===== src/rtl/pwsb_pkg.sv =====
package pwsb_pkg;
   // Registers at or above the tracked count are not renamed and never tracked
   function automatic logic idx_tracked(input int unsigned idx, input int unsigned limit);
      return idx < limit;
   endfunction
endpackage


===== src/rtl/pwsb_ready_bits.sv =====
module pwsb_ready_bits #(
   parameter int NUM_PREGS = 24
) (
   input  logic                 clk,
   input  logic                 rst_n,
   input  logic [NUM_PREGS-1:0] set_vec,
   input  logic [NUM_PREGS-1:0] clr_vec,
   output logic [NUM_PREGS-1:0] rdy
);
   // Completion sets first, then a same-cycle producer dispatch clears again
   always_ff @(posedge clk) begin
      if (!rst_n) rdy <= '1;
      else        rdy <= (rdy | set_vec) & ~clr_vec;
   end

   p_dispatch_clears_r2: assert property (@(posedge clk) disable iff (!rst_n)
      (|clr_vec) |=> ((rdy & $past(clr_vec)) == '0));

   p_complete_sets_r5: assert property (@(posedge clk) disable iff (!rst_n)
      (|(set_vec & ~clr_vec)) |=> ((rdy & $past(set_vec & ~clr_vec)) == $past(set_vec & ~clr_vec)));
endmodule


===== src/rtl/pwsb_wait_matrix.sv =====
module pwsb_wait_matrix #(
   parameter int NUM_PREGS = 24,
   parameter int NUM_SLOTS = 8
) (
   input  logic                 clk,
   input  logic                 rst_n,
   input  logic [NUM_PREGS-1:0] add_row,
   input  logic [NUM_SLOTS-1:0] add_col,
   input  logic [NUM_PREGS-1:0] clr_row,
   input  logic [NUM_SLOTS-1:0] clr_col,
   output logic [NUM_SLOTS-1:0] woken,
   output logic [NUM_PREGS-1:0] row_busy
);
   logic [NUM_SLOTS-1:0] wl [NUM_PREGS];
   logic [NUM_SLOTS-1:0] hit_rows [NUM_PREGS+1];
   logic [NUM_PREGS-1:0] col_bits [NUM_SLOTS];

   assign hit_rows[0] = '0;

   for (genvar r = 0; r < NUM_PREGS; r++) begin : g_row
      always_ff @(posedge clk) begin
         if (!rst_n) begin
            wl[r] <= '0;
         end else begin
            wl[r] <= (clr_row[r] ? '0 : (wl[r] & ~clr_col)) | (add_row[r] ? add_col : '0);
         end
      end
      assign hit_rows[r+1] = hit_rows[r] | (clr_row[r] ? wl[r] : '0);
      assign row_busy[r]   = |wl[r];
      for (genvar c = 0; c < NUM_SLOTS; c++) begin : g_cell
         assign col_bits[c][r] = wl[r][c];
      end

      // The producer's list is drained in full by its completion
      p_row_drained_r5: assert property (@(posedge clk) disable iff (!rst_n)
         clr_row[r] |=> (wl[r] == '0));
   end

   assign woken = hit_rows[NUM_PREGS];

   for (genvar c = 0; c < NUM_SLOTS; c++) begin : g_col
      p_squash_removes_r8: assert property (@(posedge clk) disable iff (!rst_n)
         (clr_col[c] && !add_col[c]) |=> (col_bits[c] == '0));
   end
endmodule


===== src/rtl/pwsb_slot_array.sv =====
module pwsb_slot_array #(
   parameter int NUM_SLOTS = 8,
   parameter int REG_W     = 5
) (
   input  logic                 clk,
   input  logic                 rst_n,
   input  logic [NUM_SLOTS-1:0] disp_hit,
   input  logic                 pend0_in,
   input  logic                 pend1_in,
   input  logic [REG_W-1:0]     src0_in,
   input  logic [REG_W-1:0]     src1_in,
   input  logic [NUM_SLOTS-1:0] sq_hit,
   input  logic [NUM_SLOTS-1:0] woken,
   input  logic [REG_W-1:0]     cmpl_reg,
   output logic [NUM_SLOTS-1:0] wake_vec
);
   for (genvar s = 0; s < NUM_SLOTS; s++) begin : g_slot
      logic             p0_q, p1_q;
      logic [REG_W-1:0] s0_q, s1_q;
      logic             np0, np1;

      assign np0 = p0_q && (s0_q != cmpl_reg);
      assign np1 = p1_q && (s1_q != cmpl_reg);

      always_ff @(posedge clk) begin
         if (!rst_n) begin
            p0_q        <= 1'b0;
            p1_q        <= 1'b0;
            s0_q        <= '0;
            s1_q        <= '0;
            wake_vec[s] <= 1'b0;
         end else if (disp_hit[s]) begin
            p0_q        <= pend0_in;
            p1_q        <= pend1_in;
            s0_q        <= src0_in;
            s1_q        <= src1_in;
            wake_vec[s] <= !pend0_in && !pend1_in;
         end else if (sq_hit[s]) begin
            p0_q        <= 1'b0;
            p1_q        <= 1'b0;
            wake_vec[s] <= 1'b0;
         end else if (woken[s]) begin
            p0_q        <= np0;
            p1_q        <= np1;
            wake_vec[s] <= (p0_q || p1_q) && !(np0 || np1);
         end else begin
            wake_vec[s] <= 1'b0;
         end
      end

      p_wake_clean_r4: assert property (@(posedge clk) disable iff (!rst_n)
         wake_vec[s] |-> (!p0_q && !p1_q));

      p_squash_silent_r8: assert property (@(posedge clk) disable iff (!rst_n)
         (sq_hit[s] && !disp_hit[s]) |=> !wake_vec[s]);
   end
endmodule


===== src/rtl/preg_wakeup_sb.sv =====
module preg_wakeup_sb #(
   parameter int NUM_PREGS = 24,
   parameter int REG_W     = 5,
   parameter int NUM_SLOTS = 8,
   localparam int TAG_W    = $clog2(NUM_SLOTS)
) (
   input  logic                 clk,
   input  logic                 rst_n,
   input  logic                 disp_valid,
   input  logic [TAG_W-1:0]     disp_tag,
   input  logic                 disp_dst_vld,
   input  logic [REG_W-1:0]     disp_dst,
   input  logic                 disp_s0_vld,
   input  logic [REG_W-1:0]     disp_s0,
   input  logic                 disp_s1_vld,
   input  logic [REG_W-1:0]     disp_s1,
   input  logic                 cmpl_valid,
   input  logic [REG_W-1:0]     cmpl_reg,
   input  logic                 sqsh_valid,
   input  logic [TAG_W-1:0]     sqsh_tag,
   input  logic                 sqsh_exempt,
   output logic [NUM_SLOTS-1:0] wake_vec,
   output logic [NUM_PREGS-1:0] reg_ready
);
   import pwsb_pkg::*;

   if (NUM_PREGS < 1 || NUM_PREGS > (1 << REG_W)) begin : g_bad_pregs
      $error("NUM_PREGS must lie in 1 .. 2**REG_W");
   end
   if (NUM_SLOTS < 2) begin : g_bad_slots
      $error("NUM_SLOTS must be at least 2");
   end

   logic [NUM_PREGS-1:0] dst_oh, s0_oh, s1_oh, cm_oh;
   logic [NUM_SLOTS-1:0] dtag_oh, stag_oh;

   for (genvar r = 0; r < NUM_PREGS; r++) begin : g_rdec
      assign dst_oh[r] = (disp_dst == REG_W'(r));
      assign s0_oh[r]  = (disp_s0  == REG_W'(r));
      assign s1_oh[r]  = (disp_s1  == REG_W'(r));
      assign cm_oh[r]  = (cmpl_reg == REG_W'(r));
   end
   for (genvar s = 0; s < NUM_SLOTS; s++) begin : g_tdec
      assign dtag_oh[s] = disp_valid && (disp_tag == TAG_W'(s));
      assign stag_oh[s] = sqsh_valid && !sqsh_exempt && (sqsh_tag == TAG_W'(s));
   end

   logic dst_trk, cm_trk, s0_pend, s1_pend;
   logic [NUM_PREGS-1:0] set_vec, clr_vec, add_row, row_busy;
   logic [NUM_SLOTS-1:0] woken;

   assign dst_trk = disp_valid && disp_dst_vld && idx_tracked(int'(disp_dst), NUM_PREGS);
   assign cm_trk  = cmpl_valid && idx_tracked(int'(cmpl_reg), NUM_PREGS);

   // Untracked indices never hit the decoded vectors; same-cycle completion forwards
   assign s0_pend = disp_valid && disp_s0_vld && (|(s0_oh & ~reg_ready & ~(cm_trk ? cm_oh : '0)));
   assign s1_pend = disp_valid && disp_s1_vld && (|(s1_oh & ~reg_ready & ~(cm_trk ? cm_oh : '0)));

   assign set_vec = cm_trk  ? cm_oh  : '0;
   assign clr_vec = dst_trk ? dst_oh : '0;
   assign add_row = (s0_pend ? s0_oh : '0) | (s1_pend ? s1_oh : '0);

   pwsb_ready_bits #(.NUM_PREGS(NUM_PREGS)) i_ready (
      .clk(clk), .rst_n(rst_n), .set_vec(set_vec), .clr_vec(clr_vec), .rdy(reg_ready)
   );

   pwsb_wait_matrix #(.NUM_PREGS(NUM_PREGS), .NUM_SLOTS(NUM_SLOTS)) i_wait (
      .clk(clk), .rst_n(rst_n), .add_row(add_row), .add_col(dtag_oh),
      .clr_row(set_vec), .clr_col(stag_oh | dtag_oh), .woken(woken), .row_busy(row_busy)
   );

   pwsb_slot_array #(.NUM_SLOTS(NUM_SLOTS), .REG_W(REG_W)) i_slots (
      .clk(clk), .rst_n(rst_n), .disp_hit(dtag_oh), .pend0_in(s0_pend), .pend1_in(s1_pend),
      .src0_in(disp_s0), .src1_in(disp_s1), .sq_hit(stag_oh), .woken(woken),
      .cmpl_reg(cmpl_reg), .wake_vec(wake_vec)
   );

   // A new producer may not be recorded while consumers still wait on the register
   p_single_producer_r10: assert property (@(posedge clk) disable iff (!rst_n)
      dst_trk |-> ((row_busy & dst_oh & ~set_vec) == '0));
endmodule


===== config.mk =====
export PLATFORM = sky130hd
export DESIGN_NAME = preg_wakeup_sb
export DESIGN_NICKNAME = d
export VERILOG_FILES = /design/src/rtl/pwsb_pkg.sv /design/src/rtl/pwsb_ready_bits.sv /design/src/rtl/pwsb_wait_matrix.sv /design/src/rtl/pwsb_slot_array.sv /design/src/rtl/preg_wakeup_sb.sv
export SDC_FILE = /design/constraint.sdc
export NUM_CORES = 1
export LEC_CHECK = 0
export BUFFER_PORTS_ARGS = -buffer_cell sky130_fd_sc_hd__buf_2
export CELL_PAD_IN_SITES_DETAIL_PLACEMENT = 0
export CELL_PAD_IN_SITES_GLOBAL_PLACEMENT = 2
export CORE_MARGIN = 1.5
export CORE_UTILIZATION = 36
export CTS_BUF_LIST = sky130_fd_sc_hd__clkbuf_8
export DETAILED_ROUTE_END_ITERATION = 10
export PLACE_DENSITY_LB_ADDON = 0.12
export SLEW_MARGIN = 0
export SYNTH_ARGS = -nofsm -noshare
export SYNTH_HDL_FRONTEND = slang
export SYNTH_SLANG_ARGS = --single-unit

===== constraint.sdc =====
create_clock -name clk -period 2.7 [get_ports clk]
set_input_delay 0.54 -clock clk [delete_from_list [all_inputs] [get_ports clk]]
set_output_delay 0.54 -clock clk [all_outputs]
set_load 0.02 [all_outputs]

# Word level (Yosys, flattened, before mapping)
# Memory sizes are Yosys's and may differ from the RTL's.
# Index checks and enable logic that the tools add are counted.
classes:
  n_div: 0
  reduce_logical: 92
  bitwise: 107
  order_cmp: 2
  shift: 0
  n_mul: 0
  muxes: 174
  eq_ne: 122
  add_sub_neg: 0
op_table:
  columns: ["operator", "n"]
  rows:
  - ["two-way mux 8 bit", 96]
  - ["OR 8 bit", 48]
  - ["bitwise AND 8 bit", 24]
  - ["equality test 5 x 4 -> 1 bit (second input constant)", 32]
  - ["equality test 5 bit (second input constant)", 32]
  - ["bitwise AND 24 bit", 5]
  - ["two-way mux 24 bit", 4]
  - ["equality test 5 x 3 -> 1 bit (second input constant)", 16]
  - ["!= test 5 bit", 16]
  - ["two-way mux 1 bit", 74]
  - ["inverter 24 bit", 3]
  - ["logical AND 1 bit", 49]
  - ["OR 24 bit", 2]
  - ["OR reduction 24 bit", 2]
  - ["equality test 5 x 2 -> 1 bit (second input constant)", 8]
  - ["equality test 3 bit (second input constant)", 8]
  - ["OR 1 bit", 24]
  - ["nonzero test 3 bit", 8]
  - ["equality test 5 x 1 -> 1 bit (second input constant)", 4]
  - ["logical NOT 5 bit", 4]
  - ["logical OR 1 bit", 16]
  - ["equality test 3 x 2 -> 1 bit (second input constant)", 4]
  - ["logical NOT 1 bit", 11]
  - ["< comparator 5 bit (second input constant)", 2]
  - ["other kinds (3)", 5]
totals:
  latchBits: 0
  regBits: 128
  word_cells: 539
  mem_bits_ro: 0
  out_inout_bits: 32
  mem_bits_rw: 192
  n_memories: 1
memory_table:
  columns: ["memory", "depth", "width", "read_ports", "rd_ports_with_merged_regs", "wr", "line", "text"]
  rows:
  - ["i_wait.wl", 24, 8, 24, 0, 24, "pwsb_wait_matrix.sv:14", "logic [NUM_SLOTS-1:0] wl [NUM_PREGS];"]

# Logic depth before layout (Yosys ltp)
# Gate-level depths: netlist of run 1.
logic_depth:
  ltp_word: 30
  ltp_mapped: 11
  ltp_nobuf: 7

# By module
# From an unflattened synthesis of run 1, not the netlist that was laid out.
hier_totals:
  hier_cells: 2029
  hier_area_um2: 17102.7
modules_own_cells:
  columns: ["module", "area_each_um2", "instances", "seq_area_each_um2", "cells_each"]
  rows:
  - ["pwsb_wait_matrix", 9278.9, 1, 3843.7, 1093]
  - ["pwsb_slot_array", 5222.5, 1, 2082.0, 534]
  - ["preg_wakeup_sb", 1900.6, 1, 0.0, 328]
  - ["pwsb_ready_bits", 700.7, 1, 480.5, 74]

# Worst setup path after synthesis of run 1
# No wires, ideal clock.
synth_path:
  path_type: "input -> register"
  from: "in disp_s1[1]"
  to: "reg i_slots.wake_vec[0]"
  n_path_buf: 2
  arrival_ps: 2684
  cell_stages: 9
  setup_time_ps: 117
  path_slack_ps: -101
  required_ps: 2583
  path_cell_list: "buf_2 -> or3b_2 -> a2111oi_0 -> nor4_1 -> nand4_2 -> nor2_1 -> buf_2 -> o22a_1 -> a22o_1"
synth_between:
  elab_chain_cells: 8
  word_cells_on_any_way: 31
synth_rtl:
  columns: ["element", "line", "text"]
  rows:
  - ["from (decl)", "preg_wakeup_sb.sv:16", "input logic [REG_W-1:0] disp_s1,"]
  - ["equality test 5 x 1 -> 1 bit, or another cell as far along", "preg_wakeup_sb.sv:40", "assign s1_oh[r] = (disp_s1 == REG_W'(r));"]
  - ["bitwise AND 24 bit (*) (2 in a row)", "preg_wakeup_sb.sv:57", "assign s1_pend = disp_valid && disp_s1_vld && (|(s1_oh & ~reg_ready & ~(cm_trk ? cm_oh : '0)));"]
  - ["OR reduction 24 bit (*)", "preg_wakeup_sb.sv:57", null]
  - ["logical AND 1 bit (*)", "preg_wakeup_sb.sv:57", null]
  - ["logical NOT 1 bit (*)", "pwsb_slot_array.sv:37", "wake_vec[s] <= !pend0_in && !pend1_in;"]
  - ["logical AND 1 bit (*)", "pwsb_slot_array.sv:37", null]
  - ["two-way mux 1 bit (*)", "pwsb_slot_array.sv:32", "end else if (disp_hit[s]) begin"]
  - ["to (signal, indexed assignment)", "pwsb_slot_array.sv:37", null]
  - ["to (signal, indexed assignment)", "pwsb_slot_array.sv:45", "wake_vec[s] <= (p0_q || p1_q) && !(np0 || np1);"]
  - ["to (decl)", "pwsb_slot_array.sv:15", "output logic [NUM_SLOTS-1:0] wake_vec"]
# Every way passes the cells marked *; elsewhere a longest branch is shown, timed or not.
# A chain may end at the register's enable or synchronous reset.

==> metrics.txt, run 1 <==
number of vias after detailed routing 15220; synthesized flop and latch total 320; cell taking the most area after synthesis sky130_fd_sc_hd__dfxtp_1; clock-pin slew on the worst setup and hold paths 0.06 ns; drt pass-1 iters 7; CTS max path bufs 3; aggregate global routing overflow 0; Avg Inst Size Synth 8.835 µm²; setup slack at placement -0.5866 ns; via density per instance 6.107; ratio of cells with drive above 1 in the final layout 0.2327; pin count of the biggest net entering global routing 35; Floorplan Core Area 40920 µm²; LEAKAGE 6.911 nW; Routed wire per std cell 25.76 µm; number of instances in the synthesized netlist about 1700; number of slew-limit violations in the final report 0; antenna violation net count after detailed routing 0; buffers added on ports 66; initial core utilization 0.3661; CTS buffer count 56; power spent charging and discharging nets 2.739 mW; Worst Path Arrival approximately 3.2 ns; mux cell area share after synthesis 0.002756; number of max-capacitance violations reported 0; storage element area 6406 µm²; placement row count 74; fraction of registers with async set or reset after synthesis 0; share of the cycle needed by the critical path after routing 0.9576; initial detailed-routing violation count ~1400; Compound-Gate Fraction of Synth Area 0.2705; Synth Area in Adders 0; required time of the worst setup path 3.29 ns; maximum clock skew at final layout 0.03022 ns; crit path kind primary input to flip-flop; fraction of the yosys area taken by sequential cells 0.4275; largest family of logic cells by synthesized area compound AO/OA/AOI/OAI gates; most used flip-flop cell after synthesis sky130_fd_sc_hd__dfxtp_1; gpl congestion 0.9474; CTS H-Tree Depth 2; Fmax roughly 0.39 GHz; Distinct cells, synth 62; post-synthesis simple-gate area fraction 0.2095; Sinks on Clock Net 320; EDFF count, synth 0; routed wire length 64190 µm; via count of the first global-routing pass between 10000 and 15000; die area 42860 µm²; # placed instances around 2400; top post-synthesis cells by area sky130_fd_sc_hd__dfxtp_1, sky130_fd_sc_hd__a32o_1, sky130_fd_sc_hd__nand2_1; top cell type's share of synthesized area 0.4275; number of nets in the synthesized netlist 1731; number of hold buffers added after CTS 0; Fin. Hold Viols 0; total power divided by cell area 533.5 nW/µm²; switching fraction of total power 0.2718; mapped cell area 14980 µm²; power share of the sequential group 0.476; CP Launch Type primary input; clock root buffer sky130_fd_sc_hd__clkbuf_8; total design power between 10 and 15 mW; peak supply drop approximately 370 µV; detailed-placement wirelength estimate 45040 µm; P&R area growth vs syn 26.06%; antenna violations before repair 0; Worst Hold Slack 0.2216 ns; first-pass GRT wire length 95830 µm; shortest period the worst path allows 2.586 ns; instance area at placement 17760 µm²; Final setup violation count 0; result of the run finished clean; total I/O pin count 67; drt drc 0; logic gate share of total power 0.094; path category of the worst min-delay check primary input to flip-flop; Final Instance Count excl. Fillers 2492; cell area after layout 18890 µm²; internal power ~7.3 mW; share of power burned in the clock network 0.430; leading cell types in the layout, fill and taps excluded sky130_fd_sc_hd__dfxtp_1, sky130_fd_sc_hd__nand2_1, sky130_fd_sc_hd__buf_4; sort of element at the end of the critical path flip-flop; Nets 1961; combined global-route utilization of all metal layers 0.2910; Worst Path Max Fanout 8; diodes inserted 0; fraction of synthesized cell area in xor and xnor cells 0.04676; floorplan die height around 210 µm; Setup WS post-layout 0.1144 ns; floorplan die width around 210 µm; transition time of the tightest slew-check pin roughly 0.74 ns; Worst slew margin 0.5015; RSZ-0062 raised after global routing false; source-to-sink clock delay at the later pin of the worst-skew pair 0.66 ns; area used by multi-input combinational logic 8099 µm²; TritonCTS clock tree built; leading cell type in the layout, fill and taps excluded sky130_fd_sc_hd__dfxtp_1; Synth warnings 0; filler cell count in the final layout 4051
cell usage after synthesis (11+ instances only):
| cell | number |
|---|---|
| sky130_fd_sc_hd__o21ai_0 | 32 |
| sky130_fd_sc_hd__inv_1 | 11 |
| sky130_fd_sc_hd__o22ai_1 | 15 |
| sky130_fd_sc_hd__nor2_1 | 65 |
| sky130_fd_sc_hd__and2_1 | 19 |
| sky130_fd_sc_hd__nor4_1 | 25 |
| sky130_fd_sc_hd__nand3_1 | 177 |
| sky130_fd_sc_hd__nand2b_1 | 13 |
| sky130_fd_sc_hd__o22ai_2 | 12 |
| sky130_fd_sc_hd__dfxtp_1 | 320 |
| sky130_fd_sc_hd__clkbuf_1 | 113 |
| sky130_fd_sc_hd__a2111oi_0 | 42 |
| sky130_fd_sc_hd__a22o_1 | 16 |
| sky130_fd_sc_hd__buf_1 | 28 |
| sky130_fd_sc_hd__xnor2_1 | 39 |
| sky130_fd_sc_hd__nand4_1 | 42 |
| sky130_fd_sc_hd__a32o_1 | 202 |
| sky130_fd_sc_hd__nor3_1 | 26 |
| sky130_fd_sc_hd__a21oi_1 | 101 |
| sky130_fd_sc_hd__nand2_1 | 236 |
| sky130_fd_sc_hd__xor2_1 | 41 |
layout make-up:
type                    instances  area share
multi-input cells            1211      0.4288
flip-flops and latches        320      0.3391
repair buffers                326      0.1394
clock buffers                  69     0.05027
well taps                     532     0.03524
clock inverters                23    0.005034
inverters                      11    0.002186
per-stage QoR:
stage	TNS [ns]	utilization
4_1_cts	0	0.4596
5_1_grt	0	0.4616
6_report	0	0.4616
3_3_place_gp	-91.48	0.4340
3_5_place_dp	-101.81	0.4340
2_1_floorplan	-0.9505	-
state kept, by name, summed over array words and instances, names as in the netlist:
register and cells:
i_slots.wake_vec 8, i_ready.rdy 24, i_wait.wl 192, i_slots.g_slot.p0_q 8
i_slots.g_slot.s0_q 40, i_slots.g_slot.p1_q 8, i_slots.g_slot.s1_q 40
metal layers:
layer	share of wire	track usage
met1	0.47	0.4191
met2	0.45	0.4476
met3	0.063	0.04366
met4	0.025	0.08546
met5	0	0
critical path, cell delays in order:
cell	delay, ns
sky130_fd_sc_hd__buf_2	0.13
sky130_fd_sc_hd__buf_4	0.14
sky130_fd_sc_hd__buf_4	0.13
sky130_fd_sc_hd__or3b_1	0.42
sky130_fd_sc_hd__a2111oi_1	0.50
sky130_fd_sc_hd__nor4_1	0.13
sky130_fd_sc_hd__nand4_2	0.18
sky130_fd_sc_hd__o211ai_4	0.10
sky130_fd_sc_hd__buf_12	0.17
sky130_fd_sc_hd__buf_4	0.14
sky130_fd_sc_hd__o22ai_4	0.38
sky130_fd_sc_hd__a32o_1	0.19
what timing repair did:
| item | CTS | global route |
|---|---|---|
| hold endpoints to repair | 0 | 0 |
| setup endpoints to repair | 0 | 135 |
| buffers inserted | 0 | 1 |
| gates resized for setup | 0 | 13 |
power groups by stage:
stage | sequential [mW] | clock [mW] | combinational, mW
2_1_floorplan | 4.89 | 0 | 0.474
3_3_place_gp | 4.90 | 0 | 0.933
3_5_place_dp | 4.90 | 0 | 0.931
4_1_cts | 4.80 | 4.41 | 0.935
5_1_grt | 4.80 | 4.63 | 1.01
6_report | 4.80 | 4.33 | 0.952
worst paths after layout:
kind                                                              from                                     end  slack [ns]  cells after the start
worst max-delay path                                        disp_s1[1]             i_wait.wl[2][60]$_SDFF_PN0_        0.11                     12
worst min-delay path                                             rst_n     i_slots.g_slot[3].p0_q$_SDFFE_PN0P_        0.22                      3
worst max register to register              i_ready.rdy[21]$_SDFF_PN1_             i_wait.wl[2][37]$_SDFF_PN0_        0.29                     10
worst min register to register  i_slots.g_slot[4].s1_q[1]$_SDFFE_PN0P_  i_slots.g_slot[4].s1_q[1]$_SDFFE_PN0P_        0.46                      2
cells by family (layout without fill, tap and decap cells):
family | count (synthesis) | after routing
and+or+nand+nor | 650 | 650
AOI/OAI and AO/OA | 477 | 477
DFF | 320 | 320
buffers and inverters | 165 | 429
xor gates and xnor gates | 80 | 80
muxes | 4 | 4
No activity file was read; power rests on OpenSTA's default activity.
==> run 2: changes to the inputs <==
--- a/config.mk
+++ b/config.mk
@@ -5,11 +5,12 @@
 export SDC_FILE = /design/constraint.sdc
 export NUM_CORES = 1
 export LEC_CHECK = 0
+export ABC_AREA = 1
 export BUFFER_PORTS_ARGS = -buffer_cell sky130_fd_sc_hd__buf_2
 export CELL_PAD_IN_SITES_DETAIL_PLACEMENT = 0
 export CELL_PAD_IN_SITES_GLOBAL_PLACEMENT = 2
-export CORE_MARGIN = 1.5
-export CORE_UTILIZATION = 36
+export CORE_MARGIN = 2
+export CORE_UTILIZATION = 33
 export CTS_BUF_LIST = sky130_fd_sc_hd__clkbuf_8
 export DETAILED_ROUTE_END_ITERATION = 10
 export PLACE_DENSITY_LB_ADDON = 0.12
==> run 2 against run 1 <==
- critical path depth is 4 higher
- sequential share of layout area is 0.88 points lower
- setup slack better by 0.17 ns
- routed wire length increased by 10%
- global-route usage decreased by 0.98 points
- core utilization fell by 5.6 points
- die area is 18% higher
- cell count increased by 28%
- final area increased by 2.7%
- clock power is 4.6% higher
==> metrics.txt, run 2 <==
Synth Area in Adders 0 (unchanged); sort of element at the end of the critical path flip-flop; floorplan die height 224.4 µm (+8.4%); pin count of the biggest net entering global routing 111 (+220%); number of vias after detailed routing 16870 (+11%); transition time of the tightest slew-check pin 0.8537 ns (+0.1127 ns); number of flip-flops in the largest register 192 (unchanged); LEAKAGE 7.793 nW (+13%); internal power 7.403 mW (+0.89%); total design power 10.23 mW (+1.5%); Worst Path Max Fanout 24 (+16); Avg Inst Size Synth 6.791 µm² (-23%); family of cells with the greatest summed delay on the critical path simple AND/OR/NAND/NOR gates; fraction of synthesized cell area in xor and xnor cells 0.02622 (-0.02054); drt pass-1 iters 5 (-2); antenna violations before repair 1 (+1); source of the worst hold timing path rst_n; Compound-Gate Fraction of Synth Area 0.1525 (-0.1181); Fmax 0.4131 GHz (+6.8%); synthesized flop and latch total 320 (unchanged); diodes inserted 0 (unchanged); mux cell area share after synthesis 0 (-0.002756); share of the cycle needed by the critical path after routing 0.8965 (-0.06116); instance area at placement 18270 µm² (+2.9%); clock-pin slew on the worst setup and hold paths 0.06 ns (about the same); leading cell types in the layout, fill and taps excluded sky130_fd_sc_hd__nand2_1, sky130_fd_sc_hd__dfxtp_1, sky130_fd_sc_hd__a21oi_1; post-CTS repair timing setup buffer count 0 (unchanged); number of instances in the synthesized netlist 2361 (+39%); largest family of logic cells by synthesized area simple AND/OR/NAND/NOR gates; commonest cells in the netlist sky130_fd_sc_hd__nand2_1, sky130_fd_sc_hd__dfxtp_1, sky130_fd_sc_hd__a21oi_1; drt drc 0 (unchanged); post-synthesis simple-gate area fraction 0.3495 (+0.1400); Final Instance Count excl. Fillers 3194 (+28%); RSZ-0062 raised after global routing false; worst-path cell with the longest stage delay sky130_fd_sc_hd__nor2_1; logic gate share of total power 0.086 (-0.008); ratio of cells with drive above 1 in the final layout 0.1718 (-0.06088); initial detailed-routing violation count 1381 (+0.88%); gpl congestion 0.9436 (-0.40%); CTS H-Tree Depth 2 (unchanged); path category of the worst min-delay check primary input to flip-flop; initial core utilization 0.3351 (-0.03105); power spent charging and discharging nets 2.829 mW (+3.3%); Routed wire per std cell 22.20 µm (-14%); share of power burned in the clock network 0.443 (+0.013); WP buf/inv 4 (-1); Worst slew margin 0.4301 (-0.07142); clock root buffer sky130_fd_sc_hd__clkbuf_8; P&R area growth vs syn 20.95%; total I/O pin count 67 (unchanged); Critical Path, Cell by Cell buf_2, inv_1, nor2_1, nand2_1, nor2_1, buf_4, nor2_1, nor2_1, nand2_1, nor2_1, nand3_2, buf_12, nand3_1, nand2_1, nand2_1, a21oi_1; launch point of the worst path cmpl_reg[0]; Final setup violation count 0 (unchanged); post-CTS sizing 0 (unchanged); antenna violation net count after detailed routing 0 (unchanged); floorplan die width 224.4 µm (+8.4%); required time of the worst setup path 3.23 ns (-0.06 ns); power share of the sequential group 0.471 (-0.005); switching fraction of total power 0.2765 (+0.004652); Floorplan Core Area 47850 µm² (+17%); number of hold buffers added after CTS 0 (unchanged); result of the run finished clean; cell area after layout 19390 µm² (+2.7%); total power divided by cell area 527.6 nW/µm² (-1.1%); aggregate global routing overflow 0 (unchanged); via density per instance 5.283 (-13%); routed wire length 70920 µm (+10%); CTS buffer count 58 (+3.6%); most common cell type on the critical path sky130_fd_sc_hd__nor2_1; top cell type's share of synthesized area 0.3996 (-0.02796); startpoint of the worst register-to-register path i_ready.rdy[7]$_SDFF_PN1_; CP Launch Type primary input; number of max-capacitance violations reported 0 (unchanged); first-pass GRT wire length 105800 µm (+10%); Regs by FF count i_wait.wl: 192 flops, i_slots.g_slot.s0_q: 40 flops, i_slots.g_slot.s1_q: 40 flops; number of slew-limit violations in the final report 0 (unchanged); crit path kind primary input to flip-flop; die area 50360 µm² (+18%); fraction of registers with async set or reset after synthesis 0 (unchanged); # placed instances 3091 (+29%); Fin. Hold Viols 0 (unchanged); mapped cell area 16030 µm² (+7.0%); Distinct cells, synth 34 (-45%); combined global-route utilization of all metal layers 0.2812 (-0.009798); via count of the first global-routing pass 16110 (+12%); detailed-placement wirelength estimate 50380 µm (+12%); number of nets in the synthesized netlist 2396 (+38%); source-to-sink clock delay at the later pin of the worst-skew pair 0.67 ns (about the same); CTS max path bufs 3 (unchanged); Synth warnings 0 (unchanged); maximum clock skew at final layout 0.02692 ns (-0.003298 ns); largest register by flop count i_wait.wl; EDFF count, synth 0 (unchanged); utilization after layout 0.4053 (-0.05626); post-route setup TNS 0 ns (unchanged); most used flip-flop cell after synthesis sky130_fd_sc_hd__dfxtp_1; top post-synthesis cells by area sky130_fd_sc_hd__dfxtp_1, sky130_fd_sc_hd__nand2_1, sky130_fd_sc_hd__a21oi_1; peak supply drop 307.7 µV (-18%); buffers added on ports 66 (unchanged); Worst Path Arrival 2.95 ns (-0.22 ns); TritonCTS clock tree built; shortest period the worst path allows 2.421 ns (-0.1651 ns); cell taking the most area after synthesis sky130_fd_sc_hd__dfxtp_1; Sinks on Clock Net 320 (unchanged); most frequent cell after synthesis sky130_fd_sc_hd__nand2_1; max incr delay on CP 0.43 ns (-0.07 ns); leading cell type in the layout, fill and taps excluded sky130_fd_sc_hd__nand2_1; fraction of the yosys area taken by sequential cells 0.3996 (-0.02796); Nets 2571 (+31%); placement row count 80 (+8.1%)
-- run 2: cells by family after synthesis --
family | Yosys count
simple gates | 1248
xor+xnor | 48
buf+inv | 278
compound gates | 467
flops | 320
-- run 2: final timing paths --
kind | to | slack (ns) | cells after the start
setup reg to reg | i_wait.wl[1][35]$_SDFF_PN0_ | 0.68 | 12
hold reg to reg | i_wait.wl[1][25]$_SDFF_PN0_ | 0.48 | 2
setup / recovery | i_wait.wl[2][42]$_SDFF_PN0_ | 0.28 | 16
hold / removal | i_slots.g_slot[7].p1_q$_SDFFE_PN0P_ | 0.22 | 3
-- run 2: final cells by class --
type | instances | area, µm²
fillers | 5170 | 28450
inverters | 138 | 523.0
clock buffers | 71 | 977.2
flip-flops and latches | 320 | 6406
multi-input cells | 1763 | 8582
repair buffers | 255 | 1989
well taps | 615 | 769.5
clock inverters | 32 | 145.1
-- run 2: power groups by stage --
stage                     Combinational [mW]  Clock, mW  Sequential (mW)
final                                  0.878       4.53             4.82
after global routing                   0.946       4.85             4.82
after CTS                              0.874       4.64             4.82
after detailed placement               0.871          0             4.92
after global placement                 0.869          0             4.92
after floorplan                        0.465          0             4.92
-- run 2: routing by layer --
metal	vias up	GRT usage	wire length, µm
met5	-	0	9
met4	2	0.1010	2448
met3	122	0.04141	4160
met2	543	0.4327	30890
met1	7994	0.3990	33410
li1	8212	-	-
-- run 2: through the flow --
stage	setup slack, ns	hold slack (ns)
after floorplan	0.5327	0.4614
after global placement	-0.3886	0.4679
after detailed placement	-0.4121	0.4733
after CTS	0.2976	0.1831
after global routing	0.05111	0.2111
final	0.2795	0.2243
-- run 2: worst reg2reg max path, stage by stage (launching register included) --
cell and delay [ns]:
sky130_fd_sc_hd__dfxtp_1 0.38, sky130_fd_sc_hd__inv_1 0.08, sky130_fd_sc_hd__nand3_1 0.08, sky130_fd_sc_hd__nor2_1 0.04
sky130_fd_sc_hd__nor2_1 0.11, sky130_fd_sc_hd__nand2_1 0.08, sky130_fd_sc_hd__nor2_2 0.21, sky130_fd_sc_hd__nand3_4 0.25
sky130_fd_sc_hd__buf_4 0.26, sky130_fd_sc_hd__nand3_2 0.07, sky130_fd_sc_hd__nand2_2 0.16, sky130_fd_sc_hd__nand2_1 0.12
sky130_fd_sc_hd__a21oi_1 0.07
